File: config.mk
export PLATFORM = sky130hd
export DESIGN_NAME = ddr_cmd_seq
export DESIGN_NICKNAME = d
export VERILOG_FILES = /design/src/rtl/ddr_cmd_seq.sv
export SDC_FILE = /design/constraint.sdc
export NUM_CORES = 1
export LEC_CHECK = 0
export BUFFER_PORTS_ARGS = -buffer_cell sky130_fd_sc_hd__buf_2
export CELL_PAD_IN_SITES_DETAIL_PLACEMENT = 1
export CELL_PAD_IN_SITES_GLOBAL_PLACEMENT = 2
export CORE_MARGIN = 5
export CORE_UTILIZATION = 30
export CTS_BUF_LIST = sky130_fd_sc_hd__clkbuf_8
export DETAILED_ROUTE_END_ITERATION = 10
export GPL_ROUTABILITY_DRIVEN = 0
export PLACE_DENSITY_LB_ADDON = 0.1
export SLEW_MARGIN = 25
export SYNTH_ARGS = -nofsm -noshare
export SYNTH_HDL_FRONTEND = slang
export SYNTH_SLANG_ARGS = --single-unit
File: constraint.sdc
create_clock -name clk -period 1.7 [get_ports clk]
set_input_delay 0.085 -clock clk [delete_from_list [all_inputs] [get_ports clk]]
set_output_delay 0.085 -clock clk [all_outputs]
set_load 0.01 [all_outputs]
File: src/rtl/ddr_cmd_seq.sv
module ddr_cmd_seq #(
  parameter int REF_CYC = 5
) (
  input  logic       clk,
  input  logic       rst_n,
  input  logic [2:0] cmd,
  input  logic [2:0] bl_code,
  output logic       ras_n,
  output logic       cas_n,
  output logic       we_n,
  output logic [1:0] addr_sel,
  output logic       wr_en,
  output logic       rd_en,
  output logic       done
);

  localparam int MAXC  = (REF_CYC > 4) ? REF_CYC : 4;
  localparam int CNT_W = $clog2(MAXC);

  // {spare[2:0], done, wr_en, rd_en, addr_sel[1:0], ras_n, cas_n, we_n}
  localparam logic [10:0] S_IDLE  = 11'b000_0_0_0_00_111;
  localparam logic [10:0] S_REF   = 11'b000_0_0_0_00_001;
  localparam logic [10:0] S_REFW  = 11'b001_0_0_0_00_111;
  localparam logic [10:0] S_WACT  = 11'b000_0_0_0_00_011;
  localparam logic [10:0] S_RACT  = 11'b001_0_0_0_00_011;
  localparam logic [10:0] S_WN1   = 11'b010_0_0_0_00_111;
  localparam logic [10:0] S_WN2   = 11'b011_0_0_0_00_111;
  localparam logic [10:0] S_RN1   = 11'b100_0_0_0_00_111;
  localparam logic [10:0] S_RN2   = 11'b101_0_0_0_00_111;
  localparam logic [10:0] S_WCOL  = 11'b000_0_1_0_01_100;
  localparam logic [10:0] S_RCOL  = 11'b000_0_0_1_01_101;
  localparam logic [10:0] S_WBST  = 11'b000_0_1_0_00_111;
  localparam logic [10:0] S_RBST  = 11'b000_0_0_1_00_111;
  localparam logic [10:0] S_TERM  = 11'b000_0_0_0_00_010;
  localparam logic [10:0] S_XMRS  = 11'b000_0_0_0_11_000;
  localparam logic [10:0] S_XPRE  = 11'b000_0_0_0_11_010;
  localparam logic [10:0] S_XDONE = 11'b000_1_0_0_00_111;

  logic [10:0]      state_q, state_d;
  logic [CNT_W-1:0] cnt_q, cnt_d;
  logic [CNT_W-1:0] half_m1;

  always_comb begin
    case (bl_code)
      3'b010:  half_m1 = CNT_W'(1);
      3'b011:  half_m1 = CNT_W'(3);
      default: half_m1 = '0;
    endcase
  end

  always_comb begin
    state_d = state_q;
    cnt_d   = cnt_q;
    case (state_q)
      S_IDLE: begin
        if (cmd[2])            state_d = cmd[0] ? S_XPRE : S_XMRS;
        else if (cmd == 3'b001) state_d = S_REF;
        else if (cmd == 3'b010) state_d = S_WACT;
        else if (cmd == 3'b011) state_d = S_RACT;
      end
      S_REF: begin
        state_d = S_REFW;
        cnt_d   = CNT_W'(REF_CYC - 1);
      end
      S_REFW: begin
        if (cnt_q == '0) state_d = S_IDLE;
        else             cnt_d   = cnt_q - 1'b1;
      end
      S_WACT: state_d = S_WN1;
      S_WN1:  state_d = S_WN2;
      S_WN2:  state_d = S_WCOL;
      S_RACT: state_d = S_RN1;
      S_RN1:  state_d = S_RN2;
      S_RN2:  state_d = S_RCOL;
      S_WCOL: begin
        state_d = S_WBST;
        cnt_d   = half_m1;
      end
      S_RCOL: begin
        state_d = S_RBST;
        cnt_d   = half_m1;
      end
      S_WBST, S_RBST: begin
        if (cnt_q == '0) state_d = S_TERM;
        else             cnt_d   = cnt_q - 1'b1;
      end
      S_TERM:         state_d = S_IDLE;
      S_XMRS, S_XPRE: state_d = S_XDONE;
      S_XDONE:        if (!cmd[2]) state_d = S_IDLE;
      default:        state_d = S_IDLE;
    endcase
  end

  always_ff @(posedge clk) begin
    if (!rst_n) begin
      state_q <= S_IDLE;
      cnt_q   <= '0;
    end else begin
      state_q <= state_d;
      cnt_q   <= cnt_d;
    end
  end

  assign {ras_n, cas_n, we_n} = state_q[2:0];
  assign addr_sel             = state_q[4:3];
  assign rd_en                = state_q[5];
  assign wr_en                = state_q[6];
  assign done                 = state_q[7];

endmodule

==> qor.yml <==
status: "complete, but fails checks"
failed_checks: "setup timing"
hold_path.class: "in -> reg"
grt_pass1_vias: 1208
die_w_um: 67.3
diodes: 0
crit_path_start_kind: "register"
drc: 0
drv_slew: 0
fmax_mhz: 569
die_y_um: 67.3
root_buffer: "clkbuf_8"
cts_buffers: 3
syn_inst: 127
path_cells: "buf_4, or3_1, a2111oi_1, a21oi_1, a211oi_1"
fin_ws_ns: -0.0579
wirelength_mm: 3.86
pwr_density_cell_nw_per_um2: 1380
grt_overflow: 0
worst_pin_slew_ns: 0.448
setup_viol: 2
drv_cap: 0
synth_area_per_cell_sq_um: 7.76
clkSinkCount: 14
ys.flop_type: "dfxtp_1"
core_area_sq_um: 3100
place_inst: 210
fin_cells: 217
dr_total_vias: 1209
period_needed_ns: 1.76
fin_skew_ns: 0.00623
synth_warnings: 0
h-tree-depth: 1
num-fill-cells: 421
port_buffers: 15
holdBufCountCts: 0
areaGrowthSynthToFinish_pct: 50.4
yosys_register_bits: 14
drtIter0Drc: 51
start_util_pct: 31.8
synth_area_sq_um: 986
grt_max_degree: 11
yosysUniqueCellTypes: 46
cpPeakStageDelay_ns: 0.50
timing.final.crit_share_pct: 103
wl_per_cell_um: 17.8
crit_arrival_ns: 1.93
grtUsageTotal_pct: 17.6
num_rows: 20
firstDrtPassIters: 4
pwr-share-clk_pct: 14.2
dieArea_sq_um: 4530
cp_slowest_cell: "a2111oi_1"
worst_setup_path_end_kind: "register"
ff_latch_area_sq_um: 293
cts_tree: "yes"
combPwrFrac_pct: 62.3
worstSetupPathType: "reg -> reg"
hold_violations: 0
drive_gt1_share_pct: 46.2
io_pins: 16
switching_power_w: 0.000884
clkSlewWorstSetupHoldPaths_ns: 0.07
ant_nets: 0
rsz0062_at_grt: "yes"
routed_via_density: 5.57
clockBufferDepth: 2
leakage_nw: 0.611
max_slew_margin_pct: 70.0
synth_nets: 137
synth_edf_count: 0
synth_top_area_cell: "dfxtp_1"
p_seq_share_pct: 23.5
p_int_w: 0.00116
finalNetCount: 185
final_util_pct: 47.8
cp_max_fo: 5
multi_input_comb_area_sq_um: 721
grt_antenna_before_repair: 0
async_flop_share_pct: 0
p_sw_share_pct: 43.4
synth-seq-area-share_pct: 28.4
clkLatencyLatePin_ns: 0.25
synth_area_leaders: "dfxtp_1, nor2_1, nor3_1"
dp_hpwl_mm: 2.85
synth_top_area_share_pct: 28.4
grt_pass1_wl_mm: 5.93
ir_drop_mv: 0.664
crit_required_ns: 1.87
rrSetupSlack_ns: -0.06
==> sequential cells by signal (all words and copies together), names as in the netlist <==
register,flops
cnt_q,3
state_q,11
==> per-stage QoR <==
| stage | total power [W] | TNS [ns] | area, sq um | hold WS (ns) | setup slack (ns) |
|---|---|---|---|---|---|
| floorplan | 0.00104 | 0 | 986 | 0.203 | 0.0189 |
| global placement | 0.00160 | -0.0397 | 1320 | 0.349 | -0.0211 |
| detailed placement | 0.00162 | -0.245 | 1320 | 0.348 | -0.128 |
| CTS | 0.00192 | -0.0481 | 1380 | 0.0932 | -0.0311 |
| global route | 0.00218 | -0.513 | 1480 | 0.0983 | -0.130 |
| finish | 0.00204 | -0.0911 | 1480 | 0.0932 | -0.0579 |
==> cells by family (layout without fill, tap and decap cells) <==
| kind of cell | Yosys count | in the layout | synth area share [%] |
|---|---|---|---|
| AND/OR/NAND/NOR | 60 | 60 | 34.5 |
| AO/OA/AOI/OAI | 32 | 32 | 24.0 |
| buffers and inverters | 15 | 61 | 6.72 |
| flip-flops | 14 | 14 | 28.4 |
| adder cells (fa/ha/maj) | 2 | 2 | 2.54 |
| XOR/XNOR | 2 | 2 | 1.78 |
| multiplexers | 2 | 2 | 2.03 |
==> cell type report <==
class	instances	share of cell area, %
repair buffers	52	23.6
clock buffers	3	2.78
inverters	6	1.52
multi-input cells	98	48.6
flip-flops and latches	14	19.7
well taps	44	3.71
==> per-layer routing <==
| metal | GRT usage [%] | share of wire (%) | up-vias |
|---|---|---|---|
| li1 | - | - | 576 |
| met1 | 20.9 | 43 | 603 |
| met2 | 31.3 | 53 | 24 |
| met3 | 3.00 | 3.6 | 6 |
| met4 | 6.58 | 0.98 | 0 |
| met5 | 0 | 0 | - |
==> cell usage after synthesis, types with 3 or more instances <==
master     n
a211oi_1   5
a21oi_1    5
clkbuf_1   4
dfxtp_1   14
inv_1      6
nand2_1    9
nand3_1    5
nand4b_1   3
nor2_1    13
nor3_1     9
nor4_1     3
or4_1      3
==> worst max-delay path: cells and delay by family, from the launching register on <==
kind	cells	cell delay (ns)
compound gates	3	0.81
buf+inv	1	0.15
flops	1	0.35
simple gates	1	0.38
==> what timing repair did <==
action / CTS / global route
gates cloned: 0 / 0
buffers inserted: 1 / 3
setup endpoints to repair: 5 / 9
pin swaps: 4 / 8
gates resized for setup: 4 / 23
==> cells in the final DEF, fill, tap and decap left out, types with 2 or more instances in the layout <==
cell	netlist	layout
a211oi_1	5	4
o32ai_1	2	2
a21oi_1	5	4
a22oi_1	2	2
nor3b_2	0	2
ha_2	0	2
or2_2	2	2
buf_2	2	15
nand3_1	5	5
nor3_1	9	6
mux2i_1	2	2
o31ai_1	2	2
buf_4	2	36
inv_1	6	6
or4_1	3	2
dfxtp_2	0	4
nand4b_1	3	3
dfxtp_4	0	2
o21a_1	2	2
a31oi_1	2	2
dfxtp_1	14	8
nor2_1	13	12
a2111oi_1	0	2
nor4_1	3	2
nor3_4	0	2
nand2_1	9	9
clkbuf_8	0	3
==> power groups by stage <==
stage	clock, W	combinational [W]	sequential (W)
5_1_grt	0.000303	0.00138	0.000494
6_report	0.000289	0.00127	0.000480
3_3_place_gp	0	0.00111	0.000482
2_1_floorplan	0	0.000564	0.000478
4_1_cts	0.000294	0.00115	0.000476
3_5_place_dp	0	0.00114	0.000481
==> path summary, 6_finish.rpt <==
check                           startpoint          to  cells past startpoint
worst max-delay path            state_q[9]  state_q[8]                      5
worst min-delay path                 rst_n  state_q[5]                      2
worst max register to register  state_q[9]  state_q[8]                      5
worst min register to register    cnt_q[2]    cnt_q[2]                      2
(Power assumes the default switching activity.)
